## config.mk

```make
export PLATFORM = sky130hd
export DESIGN_NAME = sram_host_xfer
export DESIGN_NICKNAME = d
export VERILOG_FILES = /design/src/rtl/xfer_pkg.sv /design/src/rtl/xfer_sync.sv /design/src/rtl/xfer_addr_gen.sv /design/src/rtl/sram_host_xfer.sv
export SDC_FILE = /design/constraint.sdc
export NUM_CORES = 1
export LEC_CHECK = 0
export ABC_CLOCK_PERIOD_IN_PS = 2700
export BUFFER_PORTS_ARGS = -buffer_cell sky130_fd_sc_hd__buf_2
export CAP_MARGIN = 20
export CORE_ASPECT_RATIO = 0.5
export CORE_MARGIN = 3
export CORE_UTILIZATION = 30
export CTS_CLUSTER_DIAMETER = 30
export CTS_CLUSTER_SIZE = 25
export DETAILED_ROUTE_END_ITERATION = 10
export PLACE_DENSITY = 0.46
export SLEW_MARGIN = 25
export SYNTH_ARGS = -nofsm -noshare
export SYNTH_HDL_FRONTEND = slang
export SYNTH_SLANG_ARGS = --single-unit
```

## constraint.sdc

```tcl
create_clock -name clk_i -period 2.7 [get_ports clk_i]
set_input_delay 0.54 -clock clk_i [delete_from_list [all_inputs] [get_ports clk_i]]
set_output_delay 0.54 -clock clk_i [all_outputs]
set_load 0.02 [all_outputs]
```

## src/rtl/xfer_pkg.sv

```systemverilog
package xfer_pkg;
  typedef enum logic [2:0] {
    ST_IDLE,
    ST_WAIT,
    ST_READ,
    ST_RDY,
    ST_DONE
  } xfer_state_e;
endpackage

```

## src/rtl/xfer_sync.sv

```systemverilog
module xfer_sync #(
  parameter int STAGES = 2
) (
  input  logic clk_i,
  input  logic rst_ni,
  input  logic d_i,
  output logic q_o
);
  logic [STAGES-1:0] chain_q;

  generate
    if (STAGES == 1) begin : g_one
      always_ff @(posedge clk_i or negedge rst_ni) begin
        if (!rst_ni) chain_q <= '0;
        else         chain_q <= d_i;
      end
    end else begin : g_many
      always_ff @(posedge clk_i or negedge rst_ni) begin
        if (!rst_ni) chain_q <= '0;
        else         chain_q <= {chain_q[STAGES-2:0], d_i};
      end
    end
  endgenerate

  assign q_o = chain_q[STAGES-1];
endmodule

```

## src/rtl/xfer_addr_gen.sv

```systemverilog
module xfer_addr_gen #(
  parameter int ADDR_W = 21,
  parameter int CNT_W  = 19,
  parameter int BASE   = 0
) (
  input  logic              clk_i,
  input  logic              rst_ni,
  input  logic              clr_i,
  input  logic              inc_i,
  output logic [CNT_W-1:0]  idx_o,
  output logic [ADDR_W-1:0] addr_o
);
  logic [CNT_W-1:0] idx_q;

  always_ff @(posedge clk_i or negedge rst_ni) begin
    if (!rst_ni)    idx_q <= '0;
    else if (clr_i) idx_q <= '0;
    else if (inc_i) idx_q <= idx_q + CNT_W'(1);
  end

  assign idx_o  = idx_q;
  assign addr_o = ADDR_W'(BASE) + ADDR_W'(idx_q);

  // one location per completed handshake
  p_addr_step_r6: assert property (@(posedge clk_i) disable iff (!rst_ni)
    inc_i && !clr_i |=> idx_q == $past(idx_q) + CNT_W'(1));
endmodule

```

## src/rtl/sram_host_xfer.sv

```systemverilog
module sram_host_xfer
  import xfer_pkg::*;
#(
  parameter int DATA_W    = 8,
  parameter int ADDR_W    = 21,
  parameter int MAX_BYTES = 340000,
  parameter int BASE_ADDR = 0,
  parameter int RD_WAIT   = 2,
  parameter int SYNC_STG  = 2,
  localparam int CNT_W    = $clog2(MAX_BYTES + 1)
) (
  input  logic              clk_i,
  input  logic              rst_ni,
  input  logic              start_i,
  input  logic [CNT_W-1:0]  xfer_len_i,
  input  logic              host_rtr_i,
  input  logic [DATA_W-1:0] sram_rdata_i,
  output logic [ADDR_W-1:0] sram_addr_o,
  output logic              sram_oe_o,
  output logic [DATA_W-1:0] host_data_o,
  output logic              data_rdy_o,
  output logic              done_o
);
  localparam int WAIT_N = (RD_WAIT < 1) ? 1 : RD_WAIT;
  localparam int WT_W   = $clog2(WAIT_N + 1);

  xfer_state_e       state_q, state_d;
  logic [CNT_W-1:0]  len_q, len_d;
  logic [WT_W-1:0]   wt_q, wt_d;
  logic [DATA_W-1:0] data_q, data_d;
  logic              rtr_s;
  logic              idx_clr, idx_inc, last_byte;
  logic [CNT_W-1:0]  idx;

  xfer_sync #(.STAGES(SYNC_STG)) u_rtr_sync (
    .clk_i (clk_i),
    .rst_ni(rst_ni),
    .d_i   (host_rtr_i),
    .q_o   (rtr_s)
  );

  xfer_addr_gen #(.ADDR_W(ADDR_W), .CNT_W(CNT_W), .BASE(BASE_ADDR)) u_addr (
    .clk_i (clk_i),
    .rst_ni(rst_ni),
    .clr_i (idx_clr),
    .inc_i (idx_inc),
    .idx_o (idx),
    .addr_o(sram_addr_o)
  );

  assign last_byte = (idx + CNT_W'(1)) == len_q;

  always_comb begin
    state_d = state_q;
    len_d   = len_q;
    wt_d    = wt_q;
    data_d  = data_q;
    idx_clr = 1'b0;
    idx_inc = 1'b0;
    unique case (state_q)
      ST_IDLE, ST_DONE: begin
        if (start_i) begin
          len_d   = xfer_len_i;
          idx_clr = 1'b1;
          state_d = (xfer_len_i == '0) ? ST_DONE : ST_WAIT;
        end
      end
      ST_WAIT: begin
        if (rtr_s) begin
          wt_d    = '0;
          state_d = ST_READ;
        end
      end
      ST_READ: begin
        wt_d = wt_q + WT_W'(1);
        if (wt_q == WT_W'(WAIT_N - 1)) begin
          data_d  = sram_rdata_i;  // read has settled
          state_d = ST_RDY;
        end
      end
      ST_RDY: begin
        if (!rtr_s) begin
          idx_inc = 1'b1;
          state_d = last_byte ? ST_DONE : ST_WAIT;
        end
      end
      default: state_d = ST_IDLE;
    endcase
  end

  always_ff @(posedge clk_i or negedge rst_ni) begin
    if (!rst_ni) begin
      state_q <= ST_IDLE;
      len_q   <= '0;
      wt_q    <= '0;
      data_q  <= '0;
    end else begin
      state_q <= state_d;
      len_q   <= len_d;
      wt_q    <= wt_d;
      data_q  <= data_d;
    end
  end

  assign host_data_o = data_q;
  assign data_rdy_o  = (state_q == ST_RDY);
  assign done_o      = (state_q == ST_DONE);
  assign sram_oe_o   = (state_q == ST_READ);

  p_rdy_hold_r5: assert property (@(posedge clk_i) disable iff (!rst_ni)
    data_rdy_o && rtr_s |=> data_rdy_o);

  p_bus_stable_r4: assert property (@(posedge clk_i) disable iff (!rst_ni)
    data_rdy_o && rtr_s |=> $stable(host_data_o));

  p_done_quiet_r8: assert property (@(posedge clk_i) disable iff (!rst_ni)
    done_o |-> !data_rdy_o && !sram_oe_o);

  p_done_count_r7: assert property (@(posedge clk_i) disable iff (!rst_ni)
    $rose(done_o) |-> idx == len_q);

  p_rdy_excl_r8: assert property (@(posedge clk_i) disable iff (!rst_ni)
    $onehot0({data_rdy_o, done_o, sram_oe_o}));
endmodule

```

==> impl_metrics.toml, run 1 <==
[status]
outcome = "finished clean"

[routing]
wl_microns = 8410
vias = 2636
post_drt_wl_per_cell_microns = 15.9
drtAntennaViolNets = 0
drc = 0
firstDrtPassIters = 4
avgViaCountPerCell = 4.99
drt-initial-drc-count = 149

[timing]
tightest_slew_ps = 731
setup_viol = 0
min_period_ps = 2530
max-slew-margin-rel_pct = 51.1
fin_crit_sh_pct = 93.8
fin_skew_ps = 4.08
hold_viol = 0
drv_slew = 0
worst_slack_ps = 167
fmax_ghz = 0.395
setup_tns_ps = 0
rsz0062_at_grt = "false"

[logic_synthesis]
ys_ff_latch = 53
synthTopCellsByCount = "78 x nand2_1, 53 x dfrtp_1, 28 x o21ai_0, 19 x nor2_1, 13 x xnor2_1"
synth_top_family_by_area = "simple AND/OR/NAND/NOR gates"
synth_flop_cell = "dfrtp_1"
yosys-top-cells-area = "dfrtp_1 44%, nand2_1 9.6%, o21ai_0 4.6%"
synth-compound-area-share_pct = 14.5
synthMuxAreaShare_pct = 2.96
seq_area_frac_synth_pct = 43.5
synth_edf_count = 0
avgSynthCellArea_sq_um = 8.96
synth-xor-area-share_pct = 6.61
async_flop_share_pct = 100
syn_area_sq_um = 3050
yosysTopAreaCellShare_pct = 43.5
synth_cells = 340
synth_largest_area_cell = "dfrtp_1"
ys_types = 57
synthSimpleGateAreaFrac_pct = 25.7
yosys.area_share.adder_pct = 0.821
ys.warnings.count = 0
yosysMostFrequentCell = "nand2_1"

[power]
p_leak_nw = 1.65
ir_drop_v = 0.000397
powerDensity_nw_per_um2 = 913

[clocking]
insertion_delay_ps = 300
cts_setup_buffers = 0
clkSlewWorstSetupHoldPaths_ps = 70
numCtsBuffers = 5
cts_max_level = 2
cts-root-buf = "clkbuf_16"
cts_tree = "yes"
postCtsHoldBufs = 0
post_cts_resized = 0
clock_path_buffers = 2
cts.sinks = 53

[grt]
grt_pass1_vias = 2687
grt_pass1_wl_microns = 14000
grt_max_degree = 25
grt_usage_pct = 15.3
grt_overflow = 0
antenna_found_initial = 0

[final_layout]
area_growth_pct = 18.3
drive_gt1_share_pct = 24.9
post-route-cell-area_sq_um = 3600
n_antenna_cell = 0
fin_util_pct = 37.3
layout.nets = 425

[die]
initial_core_util_pct = 31.5
die_w_microns = 149
ioPinCount = 63
die-area_sq_um = 11500
die_h_microns = 77.3
fp.coreArea_sq_um = 9670
rows = 25

[setup_path]
endpoint_kind = "flop"
reg2regPathDepth = 7
crit_type = "flop to flop"
critPathMaxFanout = 7
crit_slowest_cell = "or4bb_1"
cp-start-kind = "flop"
endpoint = "state_q[0]"
required_ps = 2890
rr_startpoint = "u_addr.idx_o[1]"
crit_chain = "ha_1 -> and4_4 -> and3_1 -> or4bb_1 -> a211oi_2 -> nand4_1 -> a211o_1"
r2r-end = "state_q[0]"
worstPathArrival_ps = 2720
worst-r2r-setup-slack_ps = 170
startpoint = "u_addr.idx_o[1]"
max_stage_delay_ps = 510

[placement]
placed_area_sq_um = 3430
portBuffers = 60
routabilityCongestion = 0.867
pre_cts_slack_ps = 190
dpl.hpwl_microns = 6190

[run]
maxCapViolCount = 0

[min_path]
hold_class = "input pin to asynchronous set/reset pin"
how the worst min path moves through the flow:
| stage | from | to | slack (ps) | cells after the start |
|---|---|---|---|---|
| floorplan | rst_ni | host_data_o[0] | 240 | 0 |
| global placement | u_rtr_sync.chain_q[0] | u_rtr_sync.chain_q[1] | 330 | 0 |
| detailed placement | u_rtr_sync.chain_q[0] | u_rtr_sync.chain_q[1] | 340 | 0 |
| CTS | rst_ni | u_addr.idx_o[16] | 200 | 1 |
| global route | rst_ni | u_addr.idx_o[16] | 220 | 1 |
| finish | rst_ni | u_addr.idx_o[16] | 190 | 1 |
critical path, delay by kind of cell, from the launching register on:
kind / cells / cell delay (ps)
AO/OA/AOI/OAI: 2 / 530
adder cells (fa/ha/maj): 1 / 310
flip-flops: 1 / 410
AND/OR/NAND/NOR: 4 / 1170
layout make-up:
| class | count | area, sq um |
|---|---|---|
| sequential | 53 | 1330 |
| timing repair buffer | 69 | 368 |
| inverter | 4 | 15.0 |
| tap | 135 | 169 |
| fill | 1004 | 6060 |
| multi-input combinational | 259 | 1550 |
| clock buffer | 5 | 125 |
| clock inverter | 3 | 50.0 |
per-stage QoR:
stage / instances / hold WS, ps / total power, W
3_5_place_dp: 520 / 337 / 0.00255
2_1_floorplan: 341 / 244 / 0.00218
5_1_grt: 528 / 223 / 0.00356
3_3_place_gp: 520 / 333 / 0.00251
6_report: 528 / 186 / 0.00329
4_1_cts: 528 / 197 / 0.00335
layout by cell type, fill, tap and decap left out, drive strengths merged, types with 10 or more instances in the layout:
| cell type | instances |
|---|---|
| buf | 69 |
| dfrtp | 53 |
| nand2 | 78 |
| nor2 | 19 |
| nor4 | 10 |
| o21ai | 28 |
| xnor2 | 13 |
| xor2 | 10 |
routing by layer:
metal	vias up	share of wire (%)	track usage, %
li1	1308	-	-
met2	58	44	23.5
met3	8	4.1	3.36
met5	-	0	0
met1	1262	51	22.1
met4	0	0.90	3.13
state kept, by name, summed over array words and instances (netlist names):
register            cells
host_data_o             8
len_q                  19
state_q                 3
u_addr.idx_o           19
u_rtr_sync.chain_q      2
wt_q                    2
cells by family (layout without fill, tap and decap cells):
| family | after synthesis | in the layout |
|---|---|---|
| flops | 53 | 53 |
| xor+xnor | 23 | 23 |
| other cells | 1 | 2 |
| compound gates | 68 | 68 |
| mux | 8 | 8 |
| fa+ha+maj | 2 | 2 |
| simple gates | 156 | 156 |
| buf+inv | 29 | 81 |
power by group:
group          internal (W)  switching (W)
sequential          0.00104       0.000217
combinational      0.000531       0.000730
clock              0.000447       0.000327
total               0.00202        0.00127
Note: power is estimated with default switching activity, not from simulation.
==> run 2, diff against run 1 <==
- ABC_AREA: default -> 1
==> impl_metrics.toml, run 2 <==
[clocking]
cts_setup_buffers = 0
numCtsBuffers = 5
clkSlewWorstSetupHoldPaths_ps = 70
cts_tree = "yes"
clock_path_buffers = 2
post_cts_resized = 0
cts_max_level = 2
cts.sinks = 53
postCtsHoldBufs = 0
cts-root-buf = "clkbuf_16"
insertion_delay_ps = 290

[logic_synthesis]
synth_edf_count = 0
ys_types = 28
seq_area_frac_synth_pct = 43.2
yosys-top-cells-area = "dfrtp_1 43%, nand2_1 12%, nand3_1 6.9%"
syn_area_sq_um = 3070
yosysMostFrequentCell = "nand2_1"
yosysTopAreaCellShare_pct = 43.2
ys_ff_latch = 53
synth_largest_area_cell = "dfrtp_1"
synth_flop_cell = "dfrtp_1"
ys.warnings.count = 0
async_flop_share_pct = 100
synthTopCellsByCount = "98 x nand2_1, 53 x dfrtp_1, 52 x inv_1, 42 x nand3_1, 31 x nor2_1"
avgSynthCellArea_sq_um = 7.75
synth_cells = 396

[placement]
dpl.hpwl_microns = 6580
routabilityCongestion = 0.771
pre_cts_slack_ps = 623
portBuffers = 60

[setup_path]
worst-r2r-setup-slack_ps = 620
cp-start-kind = "flop"
required_ps = 2880
reg2regPathDepth = 16
endpoint_kind = "flop"
worstPathArrival_ps = 2260
crit_type = "flop to flop"
critPathMaxFanout = 6

[timing]
hold_viol = 0
setup_tns_ps = 0
worst_slack_ps = 619
rsz0062_at_grt = "false"
max-slew-margin-rel_pct = 57.8
min_period_ps = 2080
fmax_ghz = 0.481
drv_slew = 0
tightest_slew_ps = 634
fin_crit_sh_pct = 77.1
setup_viol = 0
fin_skew_ps = 2.93

[routing]
drtAntennaViolNets = 0
firstDrtPassIters = 4
vias = 2786
drc = 0
avgViaCountPerCell = 4.67
post_drt_wl_per_cell_microns = 14.1
drt-initial-drc-count = 168
wl_microns = 8440

[final_layout]
area_growth_pct = 20.6
drive_gt1_share_pct = 24.5
layout_commonest_cell = "nand2_1"
layout.nets = 494
multiInputGateArea_sq_um = 1500
n_antenna_cell = 0
fillers = 1014
fin_util_pct = 38.2
ff_latch_area_sq_um = 1330
layout_common_cells = "98 x nand2_1, 60 x buf_2, 53 x dfrtp_1, 52 x inv_1, 42 x nand3_1"

[power]
internal_power_w = 0.00188
p_leak_nw = 1.82
powerDensity_nw_per_um2 = 830
p_sw_share_pct = 38.7
ir_drop_v = 0.000438
finalPower_w = 0.00307
power.switching_w = 0.00119
p_comb_share_pct = 39.3
power_frac_clock_pct = 20.7
seqPwrFrac_pct = 40.0

[die]
die_h_microns = 77.5
rows = 25
fp.coreArea_sq_um = 9700
die-area_sq_um = 11500
die_w_microns = 149
initial_core_util_pct = 31.6
ioPinCount = 63

[grt]
grt_usage_pct = 15.6
grt_pass1_wl_microns = 14200
antenna_found_initial = 0
grt_pass1_vias = 2677
grt_max_degree = 30
grt_overflow = 0

[status]
outcome = "finished clean"

[run]
maxCapViolCount = 0

[min_path]
hold_class = "input pin to asynchronous set/reset pin"
## run 2: changes by cell type in the layout (fill, tap and decap cells not counted), sizes merged, moves of 11 or more
cell   delta
nor2     +24
nand3    +35
nand2    +29
inv      +47
o22ai    +11
xnor2    -13
## run 2: logic make-up (layout without fill, tap and decap cells)
group                    after synthesis  after routing  share of synthesized area [%]
adder cells (fa/ha/maj)                2              2                          0.816
other                                  1              2                          0.122
buffers and inverters                 62            127                           7.99
flip-flops                            53             53                           43.2
AO/OA/AOI/OAI                         43             43                           7.67
multiplexers                          19             19                           6.93
AND/OR/NAND/NOR                      216            216                           33.2
## run 2: metal layers
| metal | up-vias | global-route usage, % | part of all wire (%) |
|---|---|---|---|
| met5 | - | 0 | 0 |
| met4 | 0 | 2.19 | 0.40 |
| met3 | 2 | 4.03 | 5.6 |
| met2 | 66 | 22.1 | 41 |
| met1 | 1293 | 24.2 | 53 |
| li1 | 1425 | - | - |
## run 2: power by group through the flow
stage	clock, W	sequential (W)	combinational, W
after floorplan	0	0.00130	0.000748
after global placement	0	0.00124	0.00122
after detailed placement	0	0.00124	0.00122
after CTS	0.000667	0.00123	0.00122
after global routing	0.000707	0.00126	0.00138
final	0.000635	0.00123	0.00121
## run 2: worst paths after layout
check                                      startpoint               endpoint
worst max register to register        u_addr.idx_o[0]             state_q[0]
worst min-delay path                           rst_ni       u_addr.idx_o[17]
max in group asynchronous                      rst_ni               len_q[3]
worst max-delay path                  u_addr.idx_o[0]             state_q[0]
worst min register to register  u_rtr_sync.chain_q[0]  u_rtr_sync.chain_q[1]
min in group clk_i                         host_rtr_i  u_rtr_sync.chain_q[0]
## run 2: final cells by class
type                            instances  area share [%]
Clock buffer                            6            3.48
Clock inverter                          2           0.271
Sequential cell                        53            35.8
Multi-Input combinational cell        282            40.5
Timing Repair Buffer                   65            9.81
Inverter                               54            5.48
Tap cell                              135            4.57
## run 2: per-stage QoR
step | area (sq um) | instances | hold slack (ps)
5_1_grt | 3700 | 597 | 316
3_5_place_dp | 3560 | 589 | 339
4_1_cts | 3700 | 597 | 289
3_3_place_gp | 3560 | 589 | 338
2_1_floorplan | 3070 | 397 | 244
6_report | 3700 | 597 | 266
## run 2: critical path, cell delays in order, from the launching register on
cell     delay (ps)
dfrtp_1         410
ha_1            230
nand2_2         110
nor2_4          200
inv_1            60
nand2_1          90
nor2_1           50
nor2_1           90
nand2_1          60
nor2_1          150
nand3_1         110
nor2_2          140
nand2_1          70
nand2_1          50
nand2_1          40
nand2_1          50
nand2_1          40
==> run 3, diff against run 2 <==
- ABC_CLOCK_PERIOD_IN_PS: 2700 -> 1700
- PLACE_DENSITY: 0.46 -> 0.48
- clock period: 2.7 -> 1.7 ns (I/O delays scaled with it)
==> impl_metrics.toml, run 3 (synthesized netlist as in run 2, its figures left out) <==
[power]
powerDensity_nw_per_um2 = 1240
p_leak_nw = 2.13
ir_drop_v = 0.000703

[routing]
post_drt_wl_per_cell_microns = 13.9
wl_microns = 9070
drc = 0
drtAntennaViolNets = 0
firstDrtPassIters = 5
avgViaCountPerCell = 4.60
drt-initial-drc-count = 126
vias = 3005

[grt]
use_met1_pct = 24.2
antenna_found_initial = 0
grt_pass1_vias = 3003
grt-busiest-layer = "met2"
grt_overflow = 0
grt_usage_pct = 16.8
grt_pass1_wl_microns = 15200
grt_max_degree = 54
grtUsageMet3_pct = 4.03
grt_use_met2_pct = 25.4

[final_layout]
instances_no_fill = 653
multiInputGateArea_sq_um = 1570
layout_common_cells = "96 x nand2_1, 60 x buf_2, 57 x buf_4, 50 x inv_1, 47 x dfrtp_1"
n_antenna_cell = 0
drive_gt1_share_pct = 36.7
post-route-cell-area_sq_um = 4230
layout_commonest_cell = "nand2_1"
fillers = 1021
area_growth_pct = 37.9
layout.nets = 550
ff_latch_area_sq_um = 1330

[clocking]
cts.sinks = 53
numCtsBuffers = 5
cts_max_level = 2
clock_path_buffers = 2
insertion_delay_ps = 300
cts-root-buf = "clkbuf_16"
clkSlewWorstSetupHoldPaths_ps = 70
cts_tree = "yes"

[placement]
portBuffers = 60
routabilityCongestion = 0.804
placed_area_sq_um = 3990
dp.cells = 642
pre_cts_slack_ps = -214
dpl.hpwl_microns = 6940

[timing]
rsz0062_at_grt = "true"
fin_crit_sh_pct = 111
drv_slew = 0
setup_viol = 2
fin_hold_ws_ps = 23.2
fmax_ghz = 0.529
hold_viol = 0
min_period_ps = 1890
setup_tns_ps = -336
fin_skew_ps = 5.73
worst_slack_ps = -191

[setup_path]
critPathMaxFanout = 4
crit_type = "flop to flop"
cp-start-kind = "flop"
crit_chain = "ha_4 -> inv_2 -> nand2_1 -> nand2_1 -> nor2_2 -> nand3_1 -> nor2_1 -> nand2_1 -> nor2_1 -> nand3_1 -> nor2_2 -> nand2_1 -> nand2_1 -> nand2_1 -> nand2_1 -> nand2_1"
critPathBufInv = 1
max_stage_delay_ps = 450
endpoint_kind = "flop"
required_ps = 1900
startpoint = "u_addr.idx_o[1]"
worst-r2r-setup-slack_ps = -190
r2r-end = "state_q[0]"
reg2regPathDepth = 16
crit_slowest_cell = "dfrtp_2"
crit_path_frequent_cell = "nand2_1"
cp_num_cells = 16
endpoint = "state_q[0]"
critPathTopFamily = "simple AND/OR/NAND/NOR gates"
rr_startpoint = "u_addr.idx_o[1]"
worstPathArrival_ps = 2090

[die]
fp.coreArea_sq_um = 9700
ioPinCount = 63
die_h_microns = 77.5
die_w_microns = 149
rows = 25
initial_core_util_pct = 31.6
die-area_sq_um = 11500

[run]
maxCapViolCount = 0

[status]
violations = "setup timing"
outcome = "finished, violations left"

[min_path]
hold_class = "input pin to asynchronous set/reset pin"
-- run 3: final cells by class --
type	instances	share of cell area, %
inverter	54	4.79
tap	135	3.99
clock inverter	2	0.325
multi-input combinational	282	37.2
clock buffer	6	3.28
sequential	53	31.5
timing repair buffer	121	18.9
-- run 3: report_power, final --
group | internal, W | total (W) | leakage (nW) | switching (W)
Sequential | 0.00167 | 0.00200 | 0.654 | 0.000328
Clock | 0.000588 | 0.00109 | 0.0768 | 0.000503
Combinational | 0.000942 | 0.00216 | 1.40 | 0.00122
-- run 3: worst min-delay path by stage --
stage,to,cells after the start,from
global route,u_addr.idx_o[15],2,rst_ni
floorplan,host_data_o[0],0,rst_ni
finish,u_addr.idx_o[15],2,rst_ni
CTS,u_addr.idx_o[15],2,rst_ni
global placement,u_rtr_sync.chain_q[1],0,u_rtr_sync.chain_q[0]
detailed placement,u_rtr_sync.chain_q[1],0,u_rtr_sync.chain_q[0]
-- run 3: per-layer routing --
| layer | routed length (microns) | vias to the layer above |
|---|---|---|
| met1 | 4730 | 1396 |
| met3 | 437 | 9 |
| met4 | 113 | 0 |
| met2 | 3790 | 59 |
| met5 | 0 | - |
| li1 | - | 1541 |
-- run 3: through the flow --
step | total power [W] | utilization, %
detailed placement | 0.00414 | 41.1
floorplan | 0.00328 | -
CTS | 0.00528 | 43.2
global placement | 0.00412 | 41.1
finish | 0.00525 | 43.6
global route | 0.00564 | 43.6
-- run 3: timing repair --
item                                    4_1_cts  5_1_grt
endpoints found under the setup margin        2        4
setup buffers                                 2        1
gates cloned                                  0        0
hold buffers                                  0        0
pin swaps                                     5        5
resized for setup                             7       13
